### src/rtl/usec_timer_pkg.sv
package usec_timer_pkg;
    typedef enum logic {
        T_HALT = 1'b0,
        T_RUN  = 1'b1
    } tmr_state_e;

    localparam int NUM_TMR   = 2;
    localparam int CNT_W     = 16;
    localparam int BYTE_W    = 8;
    localparam int ADDR_W    = 3;
    localparam logic [ADDR_W-1:0] OFS_INT  = 3'd5;
    localparam logic [ADDR_W-1:0] OFS_CTL0 = 3'd6;
    localparam int CTL_RUN_BIT = 0;
    localparam int CTL_OS_BIT  = 3;
    localparam int INT_SET_BIT = 7;
endpackage

### src/rtl/us_tick_gen.sv
module us_tick_gen #(
    parameter int CLK_MHZ = 250
) (
    input  logic clk,
    input  logic rst_n,
    output logic tick
);
    localparam int PW = (CLK_MHZ > 1) ? $clog2(CLK_MHZ) : 1;

    generate
        if (CLK_MHZ <= 1) begin : g_passthru
            assign tick = 1'b1;
        end else begin : g_divide
            localparam logic [PW-1:0] LAST = PW'(CLK_MHZ - 1);
            logic [PW-1:0] div_q;
            always_ff @(posedge clk) begin
                if (!rst_n)             div_q <= '0;
                else if (div_q == LAST) div_q <= '0;
                else                    div_q <= div_q + 1'b1;
            end
            assign tick = (div_q == LAST);
        end
    endgenerate
endmodule

### src/rtl/down_timer.sv
module down_timer
    import usec_timer_pkg::*;
(
    input  logic              clk,
    input  logic              rst_n,
    input  logic              tick,
    input  logic              wr_lo,
    input  logic              wr_hi,
    input  logic              wr_ctl,
    input  logic [BYTE_W-1:0] wdata,
    output logic [CNT_W-1:0]  count,
    output logic [CNT_W-1:0]  latch,
    output logic              run,
    output logic              oneshot,
    output logic              uflow
);
    tmr_state_e       state_q, state_d;
    logic [CNT_W-1:0] cnt_q, lat_q;
    logic             os_q;

    assign uflow = (state_q == T_RUN) && tick && (cnt_q == '0) && !wr_hi;

    // state register
    always_ff @(posedge clk) begin
        if (!rst_n) state_q <= T_HALT;
        else        state_q <= state_d;
    end

    // next state
    always_comb begin
        state_d = state_q;
        unique case (state_q)
            T_HALT: begin
                if (wr_ctl && wdata[CTL_RUN_BIT]) state_d = T_RUN;     // start
            end
            T_RUN: begin
                if (wr_ctl)              state_d = wdata[CTL_RUN_BIT] ? T_RUN : T_HALT; // stop
                else if (uflow && os_q)  state_d = T_HALT;                              // expire
            end
            default: state_d = T_HALT;
        endcase
    end

    // datapath registers
    always_ff @(posedge clk) begin
        if (!rst_n) begin
            cnt_q <= '1;
            lat_q <= '1;
            os_q  <= 1'b0;
        end else begin
            if (wr_ctl) os_q <= wdata[CTL_OS_BIT];
            if (wr_lo)  lat_q[BYTE_W-1:0] <= wdata;
            if (wr_hi) begin
                lat_q[CNT_W-1:BYTE_W] <= wdata;
                cnt_q <= {wdata, lat_q[BYTE_W-1:0]};
            end else if (state_q == T_RUN && tick) begin
                cnt_q <= (cnt_q == '0) ? lat_q : cnt_q - 1'b1;
            end
        end
    end

    // outputs
    always_comb begin
        run     = (state_q == T_RUN);
        oneshot = os_q;
        count   = cnt_q;
        latch   = lat_q;
    end
endmodule

### src/rtl/irq_ctrl.sv
module irq_ctrl
    import usec_timer_pkg::*;
(
    input  logic               clk,
    input  logic               rst_n,
    input  logic [NUM_TMR-1:0] uflow,
    input  logic               wr_int,
    input  logic               rd_int,
    input  logic [BYTE_W-1:0]  wdata,
    output logic [NUM_TMR-1:0] pend,
    output logic [NUM_TMR-1:0] mask,
    output logic [BYTE_W-1:0]  int_rdata,
    output logic               irq
);
    logic [NUM_TMR-1:0] pend_q, mask_q;
    logic               any_en;

    always_ff @(posedge clk) begin
        if (!rst_n) begin
            pend_q <= '0;
            mask_q <= '0;
        end else begin
            pend_q <= (rd_int ? '0 : pend_q) | uflow;
            if (wr_int) begin
                if (wdata[INT_SET_BIT]) mask_q <= mask_q | wdata[NUM_TMR-1:0];
                else                    mask_q <= mask_q & ~wdata[NUM_TMR-1:0];
            end
        end
    end

    always_comb begin
        any_en    = |(pend_q & mask_q);
        int_rdata = '0;
        int_rdata[NUM_TMR-1:0] = pend_q;
        int_rdata[INT_SET_BIT] = any_en;
        irq  = any_en;
        pend = pend_q;
        mask = mask_q;
    end
endmodule

### src/rtl/usec_timer_pair.sv
module usec_timer_pair
    import usec_timer_pkg::*;
#(
    parameter int CLK_MHZ = 250
) (
    input  logic        clk,
    input  logic        rst_n,
    input  logic        sel,
    input  logic        wr,
    input  logic [2:0]  addr,
    input  logic [7:0]  wdata,
    output logic [7:0]  rdata,
    output logic        irq
);
    logic               tick_us;
    logic [NUM_TMR-1:0] run_v, os_v, uf_v, pend_v, mask_v;
    logic [CNT_W-1:0]   cnt_arr [NUM_TMR];
    logic [CNT_W-1:0]   lat_arr [NUM_TMR];
    logic [BYTE_W-1:0]  int_rd;
    logic               wr_int, rd_int;

    us_tick_gen #(.CLK_MHZ(CLK_MHZ)) u_tick (
        .clk(clk), .rst_n(rst_n), .tick(tick_us)
    );

    generate
        for (genvar i = 0; i < NUM_TMR; i++) begin : g_tmr
            localparam logic [ADDR_W-1:0] A_LO  = ADDR_W'(2 * i);
            localparam logic [ADDR_W-1:0] A_HI  = ADDR_W'(2 * i + 1);
            localparam logic [ADDR_W-1:0] A_CTL = ADDR_W'(int'(OFS_CTL0) + i);
            down_timer u_t (
                .clk    (clk),
                .rst_n  (rst_n),
                .tick   (tick_us),
                .wr_lo  (sel && wr && addr == A_LO),
                .wr_hi  (sel && wr && addr == A_HI),
                .wr_ctl (sel && wr && addr == A_CTL),
                .wdata  (wdata),
                .count  (cnt_arr[i]),
                .latch  (lat_arr[i]),
                .run    (run_v[i]),
                .oneshot(os_v[i]),
                .uflow  (uf_v[i])
            );
        end
    endgenerate

    assign wr_int = sel && wr && addr == OFS_INT;
    assign rd_int = sel && !wr && addr == OFS_INT;

    irq_ctrl u_irq (
        .clk      (clk),
        .rst_n    (rst_n),
        .uflow    (uf_v),
        .wr_int   (wr_int),
        .rd_int   (rd_int),
        .wdata    (wdata),
        .pend     (pend_v),
        .mask     (mask_v),
        .int_rdata(int_rd),
        .irq      (irq)
    );

    always_comb begin
        rdata = '0;
        unique case (addr)
            3'd0: rdata = cnt_arr[0][BYTE_W-1:0];
            3'd1: rdata = cnt_arr[0][CNT_W-1:BYTE_W];
            3'd2: rdata = cnt_arr[1][BYTE_W-1:0];
            3'd3: rdata = cnt_arr[1][CNT_W-1:BYTE_W];
            3'd4: rdata = '0;
            3'd5: rdata = int_rd;
            3'd6: begin
                rdata[CTL_RUN_BIT] = run_v[0];
                rdata[CTL_OS_BIT]  = os_v[0];
            end
            3'd7: begin
                rdata[CTL_RUN_BIT] = run_v[1];
                rdata[CTL_OS_BIT]  = os_v[1];
            end
            default: rdata = '0;
        endcase
    end
endmodule

### config.mk
export PLATFORM = sky130hd
export DESIGN_NAME = usec_timer_pair
export DESIGN_NICKNAME = d
export VERILOG_FILES = /design/src/rtl/usec_timer_pkg.sv /design/src/rtl/us_tick_gen.sv /design/src/rtl/down_timer.sv /design/src/rtl/irq_ctrl.sv /design/src/rtl/usec_timer_pair.sv
export SDC_FILE = /design/constraint.sdc
export NUM_CORES = 1
export LEC_CHECK = 0
export BUFFER_PORTS_ARGS = -buffer_cell sky130_fd_sc_hd__clkbuf_2
export CAP_MARGIN = 30
export CORE_MARGIN = 4
export CORE_UTILIZATION = 45
export CTS_CLUSTER_SIZE = 30
export DETAILED_ROUTE_END_ITERATION = 16
export PLACE_DENSITY_LB_ADDON = 0.3
export REMOVE_ABC_BUFFERS = 1
export SKIP_CTS_REPAIR_TIMING = 1
export SLEW_MARGIN = 30
export SYNTH_ARGS = -nofsm -noshare
export SYNTH_HDL_FRONTEND = slang
export SYNTH_SLANG_ARGS = --single-unit
### constraint.sdc
create_clock -name clk -period 1.95 [get_ports clk]
set_clock_uncertainty 0.05 [all_clocks]
set_input_delay 0.0975 -clock clk [delete_from_list [all_inputs] [get_ports clk]]
set_output_delay 0.0975 -clock clk [all_outputs]
set_load 0.01 [all_outputs]
* Yosys cells after proc, flatten, opt, wreduce, memory -nomap -nowiden
Cells that the tools add are included.
** Word-level totals
- Bits in latches :: 0
- Bits in read-only memories :: 0
- Register bits after elaboration :: 80
- Input port bits :: 15
- Output and inout bits :: 9
- Word-level logic and storage cells :: 84
- Memories kept :: 0
- Memory bits (writable) :: 0
** Cells by class
- Reductions and logical operators :: 31
- Add/subtract/negate cells :: 3
- $lt $le $gt $ge :: 0
- Shift operators :: 0
- Bitwise logic cells :: 8
- Multiply operators :: 0
- Multiplexer cells :: 21
- Equal/unequal tests :: 8
- Div/mod/pow operators :: 0
** Operator list (number)
- $mux 16 :: 6
- $logic_not 16->1 :: 2
- $sub 16x1->16 const B :: 2
- $logic_and 1x1->1 :: 20
- $pmux 4 s5 :: 1
- $eq 3x3->1 const B :: 4
- $pmux 2 s5 :: 1
- $add 8x1->8 const B :: 1
- $eq 8x8->1 const B :: 1
- $pmux 1 s8 :: 1
- $mux 1 :: 7
- $pmux 1 s7 :: 1
- $eq 3x2->1 const B :: 2
- $reduce_or 2->1 :: 3
- $and 2x2->2 :: 2
- $mux 2 :: 2
- $or 2x2->2 :: 2
- $pmux 1 s2 :: 2
- $reduce_bool 2->1 :: 2
- $eq 3x1->1 const B :: 1
- $logic_not 1->1 :: 3
- $logic_not 3->1 :: 1
- $not 1->1 :: 3
- $not 2->2 :: 1

* Depth between registers and ports, before layout
Gate-level depths: netlist of run 1.
- Word-level depth :: 8
- Mapped depth :: 8
- Depth with buffers taken out :: 7

* Cells and area by module
A second synthesis of run 1 with hierarchy kept.
** Second synthesis, totals
- Cells, all modules :: 577
- Area, all modules :: 4788.3 µm²
** By module, submodules not included
- down_timer :: cells an instance 224, area an instance 1861.8 µm², times used 2
- usec_timer_pair :: cells an instance 61, area an instance 479.2 µm², times used 1
- us_tick_gen :: cells an instance 43, area an instance 366.6 µm², times used 1
- irq_ctrl :: cells an instance 25, area an instance 219.0 µm², times used 1

* Worst setup path after synthesis of run 1
No wires, ideal clock.
- Kind :: register to register
- Start point :: register g_tmr[0].u_t.cnt_q[7]
- End point :: register g_tmr[0].u_t.cnt_q[15]
- Data required time :: 1.778 ns
- Setup slack :: -0.176 ns
- Setup time :: 0.122 ns
- Buffers on the path :: 0
- Cell stages (with the launch flop) :: 6
- Data arrival time :: 1.954 ns
- Clock period less this slack :: 2.126 ns
- Path through :: dfxtp_1 -> or4_4 -> or4_4 -> nor2_1 -> a311oi_1 -> a221o_1
** Between the ends
- Word-level cells in the longest chain between the ends :: 4
** Ends and longest elaborated chain
- start, declared :: line down_timer.sv:18 : logic [CNT_W-1:0] cnt_q, lat_q;
- start signal, assigned :: line down_timer.sv:55 : cnt_q <= {wdata, lat_q[BYTE_W-1:0]};
- start signal, assigned :: line down_timer.sv:57 : cnt_q <= (cnt_q == '0) ? lat_q : cnt_q - 1'b1;
- $sub 16x1->16 or $logic_not 16->1 (tied branches) :: line down_timer.sv:57
- $mux 16 * :: line down_timer.sv:57
- $mux 16 * :: line down_timer.sv:56 : end else if (state_q == T_RUN && tick) begin
- $mux 16 * :: line down_timer.sv:53 : if (wr_hi) begin
Mark *: on every way between the ends. The rest lies on a longest branch, timed or not. The select of a mux whose other input is x is not followed.
A chain may end at the register's enable or synchronous reset.

* Worst setup path after layout of run 1
- Start point :: register g_tmr[0].u_t.cnt_q[7]
- End point :: register g_tmr[0].u_t.cnt_q[8]
Same word-level chain as after synthesis.

==> results of run 1 <==
[area by class of cell]
cell class,instances,share of cell area [%]
Clock buffer,9,2.182
Tap cell,129,2.843
Clock inverter,7,1.763
Multi-Input combinational cell,400,48.24
Timing Repair Buffer,119,15.67
Inverter,15,0.9916
Sequential cell,80,28.32
[synth_stat cells, types with 4 or more instances]
cell	instances	share of area [%]
or3_1	4	0.58
nand4_1	15	2.2
nor2_1	51	4.5
o31ai_1	8	1.4
inv_1	14	1.2
nor3_1	15	1.8
or4_1	6	1.1
o21ai_1	28	3.3
a21oi_1	20	2.3
a21o_1	8	1.4
nor4_1	5	0.73
xor2_1	5	1.0
nand2_1	79	6.9
nand3b_1	5	0.88
mux4_2	5	2.6
nand3_1	16	1.9
clkbuf_1	25	2.2
dfxtp_1	80	37
o21ai_0	7	0.82
mux2i_1	18	4.2
o211ai_1	16	2.8
nor2b_1	6	0.88
a311oi_1	4	0.82
xnor2_1	8	1.6
ha_1	6	1.8
[logic make-up (layout without fill, tap and decap cells)]
group	Yosys count	in the layout	share of synthesized area (%)
flip-flops	80	80	37.39
AO/OA/AOI/OAI	128	128	20.04
adder cells (fa/ha/maj)	6	6	1.753
multiplexers	24	24	7.099
buffers and inverters	45	150	4.178
XOR/XNOR	13	13	2.659
AND/OR/NAND/NOR	229	229	26.88
[worst max-delay path by stage]
stage                               start  depth (start not counted)  slack, ns                     end
floorplan           g_tmr[0].u_t.count[7]                          5      -0.33   g_tmr[0].u_t.count[7]
global placement    g_tmr[0].u_t.count[0]                          7      -0.21  g_tmr[0].u_t.count[15]
detailed placement  g_tmr[0].u_t.count[1]                          7      -0.23  g_tmr[0].u_t.count[15]
CTS                 g_tmr[0].u_t.count[0]                          7      -0.25  g_tmr[0].u_t.count[15]
global route        g_tmr[0].u_t.count[0]                          7      -0.26  g_tmr[0].u_t.count[15]
finish              g_tmr[0].u_t.count[7]                          6      -0.20   g_tmr[0].u_t.count[8]
[metrics by stage]
| step | hold slack [ns] | util [%] | TNS [ns] | setup slack (ns) |
|---|---|---|---|---|
| after floorplan | 0.1094 | - | -3.211 | -0.3347 |
| after global placement | 0.3234 | 55.30 | -1.862 | -0.2065 |
| after detailed placement | 0.3417 | 55.30 | -2.310 | -0.2265 |
| after CTS | -0.03162 | 57.73 | -2.751 | -0.2453 |
| after global routing | 0.01323 | 61.45 | -3.173 | -0.2629 |
| final | -0.02795 | 61.45 | -1.987 | -0.1990 |
[power groups by stage]
stage	Combinational [W]	Clock [W]	Sequential [W]
2_1_floorplan	0.000138	0	0.00173
3_3_place_gp	0.000297	0	0.00173
3_5_place_dp	0.000303	0	0.00173
5_1_grt	0.000349	0.00149	0.00170
6_report	0.000320	0.00141	0.00170
4_1_cts	0.000304	0.00142	0.00169
[registers in the layout, indices dropped and copies added (netlist names), named ones only]
register	cells
g_tmr.u_t.run	2
g_tmr.u_t.count	32
g_tmr.u_t.oneshot	2
u_tick.g_divide.div_q	8
g_tmr.u_t.latch	32
u_irq.pend	2
[routing by layer]
| layer | track usage [%] | wire, um | part of all wire (%) | up-vias |
|---|---|---|---|---|
| li1 | - | - | - | 2125 |
| met1 | 32.55 | 5921 | 42 | 2176 |
| met2 | 41.58 | 6823 | 49 | 158 |
| met3 | 4.654 | 911 | 6.5 | 26 |
| met4 | 7.031 | 303 | 2.2 | 0 |
| met5 | 0 | 0 | 0 | - |
[critical path: cells and delay by family, from the launching register on]
kind,cells,cell delay [ns]
AOI/OAI and AO/OA,2,0.22
and+or+nand+nor,2,1.16
buffers and inverters,2,0.28
DFF,1,0.32
==> metrics.md, run 1 <==
| Metric | Value |
|---|---|
| Depth of the worst register-to-register path | 6 |
| CTS buffer count | 9 |
| Initial DRC count | ~340 |
| DRC viols | 0 |
| Root buf cell | clkbuf_8 |
| Power Density | between 600 and 700 mW/mm^2 |
| Largest net degree at the start of global routing | 24 |
| CTS tree | built |
| Status | finished, violations left |
| Worst r2r src | g_tmr[0].u_t.count[7] |
| Worst setup path class | reg2reg |
| Max Clk Rate | 465.3 MHz |
| Post-Syn Instances | around 530 |
| Synthesized area | 0.004283 sq mm |
| Die Span X | 105.6 um |
| Syn. warnings | 0 |
| Worst Hold Endpoint | g_tmr[1].u_t.count[14] |
| Reg-to-reg setup timing slack | -0.20 ns |
| Sink Count | 80 |
| Final Cell Area | 0.005678 sq mm |
| Cell repeated most along the worst path | or4_4 |
| Worst hold path type | in2reg |
| Antenna violations before repair | 0 |
| Worst-path clk slew | approximately 0.090 ns |
| Switch share | about a quarter |
| WP data required | 2.14 ns |
| Initial Util | 46.35% |
| Seq cells post-synth | 80 |
| Routed Antenna Nets | 0 |
| Synth Flop Type | dfxtp_1 |
| Die Y | 105.6 um |
| Count of flip-flops with a built-in enable after synthesis | 0 |
| Slew headroom | 62.20% |
| Share of cells above drive strength 1 | 31.75% |
| HP Start | wdata[6] |
| Port-buffer cells | 23 |
| Area Growth Syn to Fin | 32.57% |
| Final setup violation count | 16 |
| Failing checks | negative hold slack, negative setup slack |
| Cell Area, Placed | 0.005110 sq mm |
| DRT Wirelength | 13,960 um |
| Placed wire-length estimate | just over 10,000 um |
| Fin Hold WS | -0.02795 ns |
| Finished Layout Cells | 759 |
| Tmin final | 2.149 ns |
| Post-synth cell types | 64 |
| Part of the power in registers | 49.6% |
| Peak VDD IR | 0.3870 mV |
| Crit-path max cell delay | 0.63 ns |
| Period Utilization, post-route | 110.2% |
| Hold Crit Depth | 3 |
| H-tree depth | 3 |
| Multi-input logic area | 0.002739 sq mm |
| Routed via count | 4,485 |
| Gr usage total | 24.77% |
| Commonest non-fill, non-tap cell in the layout | buf_4 |
| Max-Cap Viols | 0 |
| Gate power share | under 10% |
| Final Total Pwr | roughly 0.0034 W |
| Register area | 0.001608 sq mm |
| Cells after DPL | 735 |
| Clk Latency, worst-skew pair | 0.36 ns |
| Std-Cell Rows | 35 |
| Vias in the first global route | between 4k and 5k |
| Setup crit end kind | register |
| Slowest CP cell | or4_4 |
| I/O pins | 24 |
| Cell Chain, Critical Path | or4_4 -> or4_4 -> buf_12 -> buf_6 -> o21ai_2 -> o211ai_1 |
| Max Slew Vio Count | 0 |
| Synth async-reset ratio | 0% |
| Worst-path fanout max | 6 |
| ANT cells | 0 |
| Bufs on Longest Clock Path | 2 |
| Grt total ovfl | 0 |
| Critical path arrival | around 2.3 ns |
| Pint | roughly 0.0025 W |
| Clock power share | about 41% |
| Vias per inst | between 5 and 6 |
| Avg Inst Size Synth | 8.158 sq um |
| Die area | 0.01114 sq mm |
| Post-synthesis sequential area ratio | about 37% |
| Most frequent cells in the layout | buf_4, nand2_1, dfxtp_1 |
| Drt pass-1 iters | 5 |
| Pleak | 2.431 nW |
| Setup WS post-layout | -0.1990 ns |
| Final #Nets | between 600 and 700 |
| Wire per inst | 18.39 um |
| Core area | 0.009240 sq mm |
| CP Launch Type | register |
| Reg-to-Reg End | g_tmr[0].u_t.count[8] |
| Placer Congestion | around 0.95 |
| Unrepaired setup endpoints after global routing | yes |
| Slew @ Worst Pin | between 0.5 and 0.6 ns |
| Final Hold Fails | 1 |
| Psw | 0.0008925 W |
| Filler cell count | 824 |
| First-pass GRT wire length | 21,910 um |
Power figures use the tool's default switching activity.
==> run 2: changes to the inputs <==
- BUFFER_PORTS_ARGS: -buffer_cell sky130_fd_sc_hd__clkbuf_2 -> -buffer_cell sky130_fd_sc_hd__buf_2
==> run 2 against run 1 <==
  * The flow finishes with violations (negative setup slack)
  * Global-route usage rose by 0.94 points
  * Maximum frequency decreased by 1.1%
  * Critical path depth grew 1
  * Final cell count rose by 0.26%
  * Total power fell by 2.0%
  * Core utilization decreased by 0.91 points
  * Highest routed layer unchanged
==> metrics.md, run 2 (same netlist as run 1, synthesis figures left out) <==
| Metric | Value |
|---|---|
| Share of cells above drive strength 1 | 27.85% (-3.9 points) |
| Clk Latency, worst-skew pair | 0.36 ns (about the same) |
| Largest net degree at the start of global routing | 24 (unchanged) |
| Final Total Pwr | 0.003355 W (-2.0%) |
| Commonest non-fill, non-tap cell in the layout | buf_4 |
| Setup crit end kind | register |
| Final Hold Fails | 0 (-1) |
| Placer Congestion | 0.9646 (+2.0%) |
| CTS buffer count | 9 (unchanged) |
| I/O pins | 24 (unchanged) |
| CP Launch Type | register |
| Die Y | 105.6 um (unchanged) |
| DRC viols | 0 (unchanged) |
| Period Utilization, post-route | 111.5% (+1.3 points) |
| H-tree depth | 3 (unchanged) |
| Failing checks | negative setup slack |
| Port-buffer cells | 23 (unchanged) |
| Gr usage total | 25.71% (+0.94 points) |
| Crit-path max cell delay | 0.50 ns (-0.13 ns) |
| Worst r2r src | g_tmr[0].u_t.count[0] |
| Root buf cell | clkbuf_8 |
| DRT Wirelength | 14,470 um (+3.6%) |
| Antenna violations before repair | 0 (unchanged) |
| Worst hold path type | in2reg |
| Cell Chain, Critical Path | inv_2 -> ha_1 -> or4b_4 -> or4_4 -> nor2_4 -> a311oi_1 -> a221o_1 |
| Worst-path clk slew | 0.09 ns (about the same) |
| Most frequent cells in the layout | buf_4, nand2_1, dfxtp_1 |
| Worst setup path class | reg2reg |
| Bufs on Longest Clock Path | 2 (unchanged) |
| Slew headroom | 66.15% (+4.0 points) |
| Setup WS post-layout | -0.2236 ns (-0.02457 ns) |
| Placed wire-length estimate | 10,470 um (+1.1%) |
| Status | finished, violations left |
| WP data required | 2.15 ns (about the same) |
| Reg-to-Reg End | g_tmr[0].u_t.count[15] |
| Routed via count | 4,564 (+1.8%) |
| Max-Cap Viols | 0 (unchanged) |
| CP top delay family | simple AND/OR/NAND/NOR gates |
| Worst setup path endpoint | g_tmr[0].u_t.count[15] |
| ANT cells | 0 (unchanged) |
| CTS tree | built |
| TNS Setup | -2.353 ns (-0.3661 ns) |
| Critical path arrival | 2.38 ns (+0.04 ns) |
| Routed Antenna Nets | 0 (unchanged) |
| Area Growth Syn to Fin | 30.62% |
| Die area | 0.01114 sq mm (unchanged) |
| Max Clk Rate | 460.1 MHz (-1.1%) |
| Vias in the first global route | 4,312 (+3.2%) |
| CP Launch Point | g_tmr[0].u_t.count[0] |
| Unrepaired setup endpoints after global routing | yes |
| Critical path depth | 7 (+1) |
| Grt total ovfl | 0 (unchanged) |
| Initial Util | 46.35% (unchanged) |
| Max Slew Vio Count | 0 (unchanged) |
| Std-Cell Rows | 35 (unchanged) |
| Worst-path fanout max | 7 (+1) |
| Initial DRC count | 386 (+14%) |
| Fin Hold WS | 0.02012 ns (+0.04807 ns) |
| Wire per inst | 19.01 um (+3.4%) |
| Core area | 0.009240 sq mm (unchanged) |
| Reg-to-reg setup timing slack | -0.22 ns (-0.02 ns) |
| Pleak | 2.404 nW (-1.1%) |
| Slew @ Worst Pin | 0.5070 ns (-0.05939 ns) |
| First-pass GRT wire length | 22,550 um (+2.9%) |
| Die Span X | 105.6 um (unchanged) |
| Final #Nets | 648 (+0.31%) |
| Vias per inst | 5.997 (+1.5%) |
| Final setup violation count | 18 (+2) |
| Tmin final | 2.174 ns (+0.02457 ns) |
| Power Density | 599.7 mW/mm^2 (-0.56%) |
| Depth of the worst register-to-register path | 7 (+1) |
| Peak VDD IR | 0.4264 mV (+10%) |
| Drt pass-1 iters | 5 (unchanged) |
| Sink Count | 80 (unchanged) |
| Slowest CP cell | or4_4 |
| WP buf/inv | 1 (-1) |
## run 2: cell count changes in the layout (fill, tap and decap cells not counted), moves of 4 or more
cell	previous run	this run
buf_2	0	23
clkbuf_2	23	0
o21ai_1	22	27
o21ai_2	6	1
a21oi_1	16	20
a21oi_2	4	0
buf_4	86	90
buf_6	7	3
## run 2: routing by layer
layer	track usage, %	wire length (um)	share of wire, %	up-vias
li1	-	-	-	2135
met1	33.53	5989	41	2163
met2	41.99	6832	47	211
met3	4.960	1133	7.8	55
met4	10.18	510	3.5	0
met5	0	0	0	-
## run 2: worst register-to-register path: cells and delay by family, from the launching register on
family / cells / cell delay [ns]
adders and majority gates: 1 / 0.14
DFF: 1 / 0.33
AOI/OAI and AO/OA: 2 / 0.40
and+or+nand+nor: 3 / 1.11
buffers and inverters: 1 / 0.05
## run 2: cell type report
class | instances | area, sq um
sequential | 80 | 1604
multi-input combinational | 400 | 2649
clock buffer | 11 | 151.4
clock inverter | 5 | 62.56
fill | 806 | 3646
tap | 129 | 161.4
inverter | 15 | 56.30
timing repair buffer | 121 | 909.6
## run 2: worst min path at each step
stage	startpoint	endpoint	depth (start not counted)
floorplan	rst_n	g_tmr[0].u_t.latch[0]	1
global placement	wdata[4]	g_tmr[1].u_t.count[12]	3
detailed placement	wdata[4]	g_tmr[1].u_t.count[12]	3
CTS	wdata[4]	g_tmr[1].u_t.count[12]	3
global route	wdata[1]	g_tmr[1].u_t.latch[1]	3
finish	wdata[2]	g_tmr[0].u_t.latch[2]	3
## run 2: report_power, final
part / switching, W / internal [W]
registers: 0.0000309 / 0.00167
clock network: 0.000663 / 0.000671
logic: 0.000192 / 0.000131
## run 2: metrics by stage
| step | setup WS (ns) | instance area [sq um] | instances | utilization, % |
|---|---|---|---|---|
| final | -0.2236 | 5594 | 761 | 60.54 |
| after floorplan | -0.3347 | 4160 | 495 | - |
| after CTS | -0.2773 | 5321 | 749 | 57.59 |
| after detailed placement | -0.2574 | 5107 | 733 | 55.27 |
| after global placement | -0.1752 | 5107 | 733 | 55.27 |
| after global routing | -0.2910 | 5594 | 761 | 60.54 |
==> run 3: changes to the inputs <==
- CELL_PAD_IN_SITES_DETAIL_PLACEMENT: default -> 0
- CELL_PAD_IN_SITES_GLOBAL_PLACEMENT: default -> 1
- CORE_UTILIZATION: 45 -> 42
==> run 3 against run 2 <==
  * The run still ends with negative setup slack left
  * Critical path type unchanged
  * Global-route usage fell by 1.2 points
  * Non-clock buffer count fell by 3
  * Register-to-register slack got worse by 0.02 ns
  * Die area rose by 6.6%
  * Routed wire length fell by 2.4%
  * Maximum frequency fell by 0.74%
  * Largest cell class unchanged
  * Sequential share of layout area fell by 0.60 points
  * Hold slack got worse by 0.015 ns
  * Final area rose by 2.4%
==> metrics.md, run 3 (same netlist as run 1, synthesis figures left out) <==
| Metric | Value |
|---|---|
| First-pass GRT wire length | 22,420 um (-0.58%) |
| Final Hold Fails | 0 (unchanged) |
| Drt pass-1 iters | 5 (unchanged) |
| H-tree depth | 3 (unchanged) |
| DRC viols | 0 (unchanged) |
| Max Slew Vio Count | 0 (unchanged) |
| Worst-path clk slew | 0.09 ns (about the same) |
| Met2 Usage GRT | 41.27% (-0.71 points) |
| Placer Congestion | 0.9346 (-3.1%) |
| CTS tree | built |
| Final #Nets | 645 (-0.46%) |
| Routing usage on met1 | 31.17% (-2.4 points) |
| WP data required | 2.16 ns (about the same) |
| Initial Util | 43.42% (-2.9 points) |
| Core area | 0.009864 sq mm (+6.8%) |
| Vias in the first global route | 4,390 (+1.8%) |
| GR Layer Usage met3 | 4.914% (-0.046 points) |
| Sink Count | 80 (unchanged) |
| Area Growth Syn to Fin | 33.80% |
| Share of cells above drive strength 1 | 31.80% (+3.9 points) |
| Peak VDD IR | 0.4355 mV (+2.1%) |
| Critical path arrival | 2.40 ns (+0.02 ns) |
| Worst hold path type | in2reg |
| Antenna violations before repair | 0 (unchanged) |
| Gr busiest metal | met2 |
| Cell Chain, Critical Path | or4_4 -> or4_4 -> nor2_2 -> a311oi_1 -> a221o_1 |
| Grt total ovfl | 0 (unchanged) |
| Vias per inst | 5.908 (-1.5%) |
| Unrepaired setup endpoints after global routing | yes |
| Clk Latency, worst-skew pair | 0.37 ns (about the same) |
| Placed wire-length estimate | 10,130 um (-3.3%) |
| Bufs on Longest Clock Path | 2 (unchanged) |
| Failing checks | negative setup slack |
| Status | finished, violations left |
| Routed Antenna Nets | 0 (unchanged) |
| Wire per inst | 18.52 um (-2.6%) |
| Commonest non-fill, non-tap cell in the layout | buf_4 |
| Pleak | 2.474 nW (+2.9%) |
| Routed via count | 4,502 (-1.4%) |
| Worst-path fanout max | 5 (-2) |
| Power Density | 619.5 mW/mm^2 (+3.3%) |
| Cell repeated most along the worst path | or4_4 |
| Slew @ Worst Pin | 0.5871 ns (+0.08003 ns) |
| Crit-path max cell delay | 0.62 ns (+0.12 ns) |
| Setup crit end kind | register |
| DRT Wirelength | 14,110 um (-2.4%) |
| Root buf cell | clkbuf_8 |
| CTS buffer count | 9 (unchanged) |
| Slew headroom | 60.74% (-5.4 points) |
| CP Launch Type | register |
| Std-Cell Rows | 36 (+2.9%) |
| Tmin final | 2.190 ns (+0.01616 ns) |
| Slowest CP cell | or4_4 |
| Die area | 0.01188 sq mm (+6.6%) |
| Most frequent cells in the layout | buf_4, nand2_1, dfxtp_1 |
| Initial DRC count | 276 (-28%) |
| Cell Area, Placed | 0.005065 sq mm (-0.83%) |
| Filler cell count | 874 (+8.4%) |
| Setup WS post-layout | -0.2397 ns (-0.01616 ns) |
| Register area | 0.001609 sq mm (+0.31%) |
| Port-buffer cells | 23 (unchanged) |
| Max-Cap Viols | 0 (unchanged) |
| I/O pins | 24 (unchanged) |
| Max Clk Rate | 456.7 MHz (-0.74%) |
| Die Span X | 109.0 um (+3.2%) |
| Worst setup path class | reg2reg |
| ANT cells | 0 (unchanged) |
| Final Cell Area | 0.005731 sq mm (+2.4%) |
| Period Utilization, post-route | 112.3% (+0.83 points) |
| Final setup violation count | 17 (-1) |
| Die Y | 109.0 um (+3.2%) |
| Multi-input logic area | 0.002786 sq mm (+5.2%) |
| Gr usage total | 24.48% (-1.2 points) |
| Largest net degree at the start of global routing | 27 (+13%) |
| Post-layout util | 58.09% (-2.4 points) |
[run 3: cell types whose count changed in the layout (fill, tap and decap cells not counted), moves of 3 or more]
cell	previous run	this run
buf_4	90	84
nand3_1	16	13
o21ai_1	27	22
buf_6	3	9
nand3_2	0	3
dfxtp_2	2	6
o21ai_2	1	6
ha_1	5	2
dfxtp_1	78	74
[run 3: final timing paths]
check	start	endpoint	slack (ns)	cells past startpoint
max	g_tmr[0].u_t.count[9]	g_tmr[0].u_t.count[15]	-0.24	5
max reg2reg	g_tmr[0].u_t.count[9]	g_tmr[0].u_t.count[15]	-0.24	5
min reg2reg	g_tmr[1].u_t.latch[10]	g_tmr[1].u_t.latch[10]	0.40	2
min	wdata[0]	g_tmr[1].u_t.latch[0]	0.005	3
[run 3: critical path: cells and delay by family, from the launching register on]
family,cells,cell delay [ns]
and+or+nand+nor,3,1.30
AOI/OAI and AO/OA,2,0.41
DFF,1,0.32
[run 3: area by class of cell]
class                           instances  share of cell area (%)
Multi-Input combinational cell        400                   48.62
Sequential cell                        80                   28.08
Timing Repair Buffer                  118                   15.13
Tap cell                              133                   2.904
Clock buffer                           11                   2.467
Clock inverter                          5                   1.812
Inverter                               15                  0.9825
[run 3: per-layer routing]
| metal | vias up | share of wire (%) |
|---|---|---|
| met2 | 173 | 49 |
| met4 | 0 | 2.0 |
| met3 | 28 | 5.7 |
| li1 | 2126 | - |
| met5 | - | 0 |
| met1 | 2175 | 44 |
[run 3: where the power goes]
| part | internal, W | switching [W] |
|---|---|---|
| Clock | 0.000887 | 0.000637 |
| Combinational | 0.000136 | 0.000193 |
| Sequential | 0.00167 | 0.0000304 |
[run 3: stage by stage]
| step | hold WS [ns] | worst slack [ns] | setup TNS [ns] | power [W] | instances |
|---|---|---|---|---|---|
| floorplan | 0.1094 | -0.3347 | -3.211 | 0.001869 | 495 |
| global placement | 0.3118 | -0.1772 | -2.054 | 0.002026 | 734 |
| detailed placement | 0.3213 | -0.2133 | -3.068 | 0.002032 | 734 |
| CTS | -0.07283 | -0.2388 | -3.815 | 0.003539 | 750 |
| global route | 0.02811 | -0.2685 | -3.137 | 0.003674 | 762 |
| finish | 0.004697 | -0.2397 | -2.105 | 0.003550 | 762 |
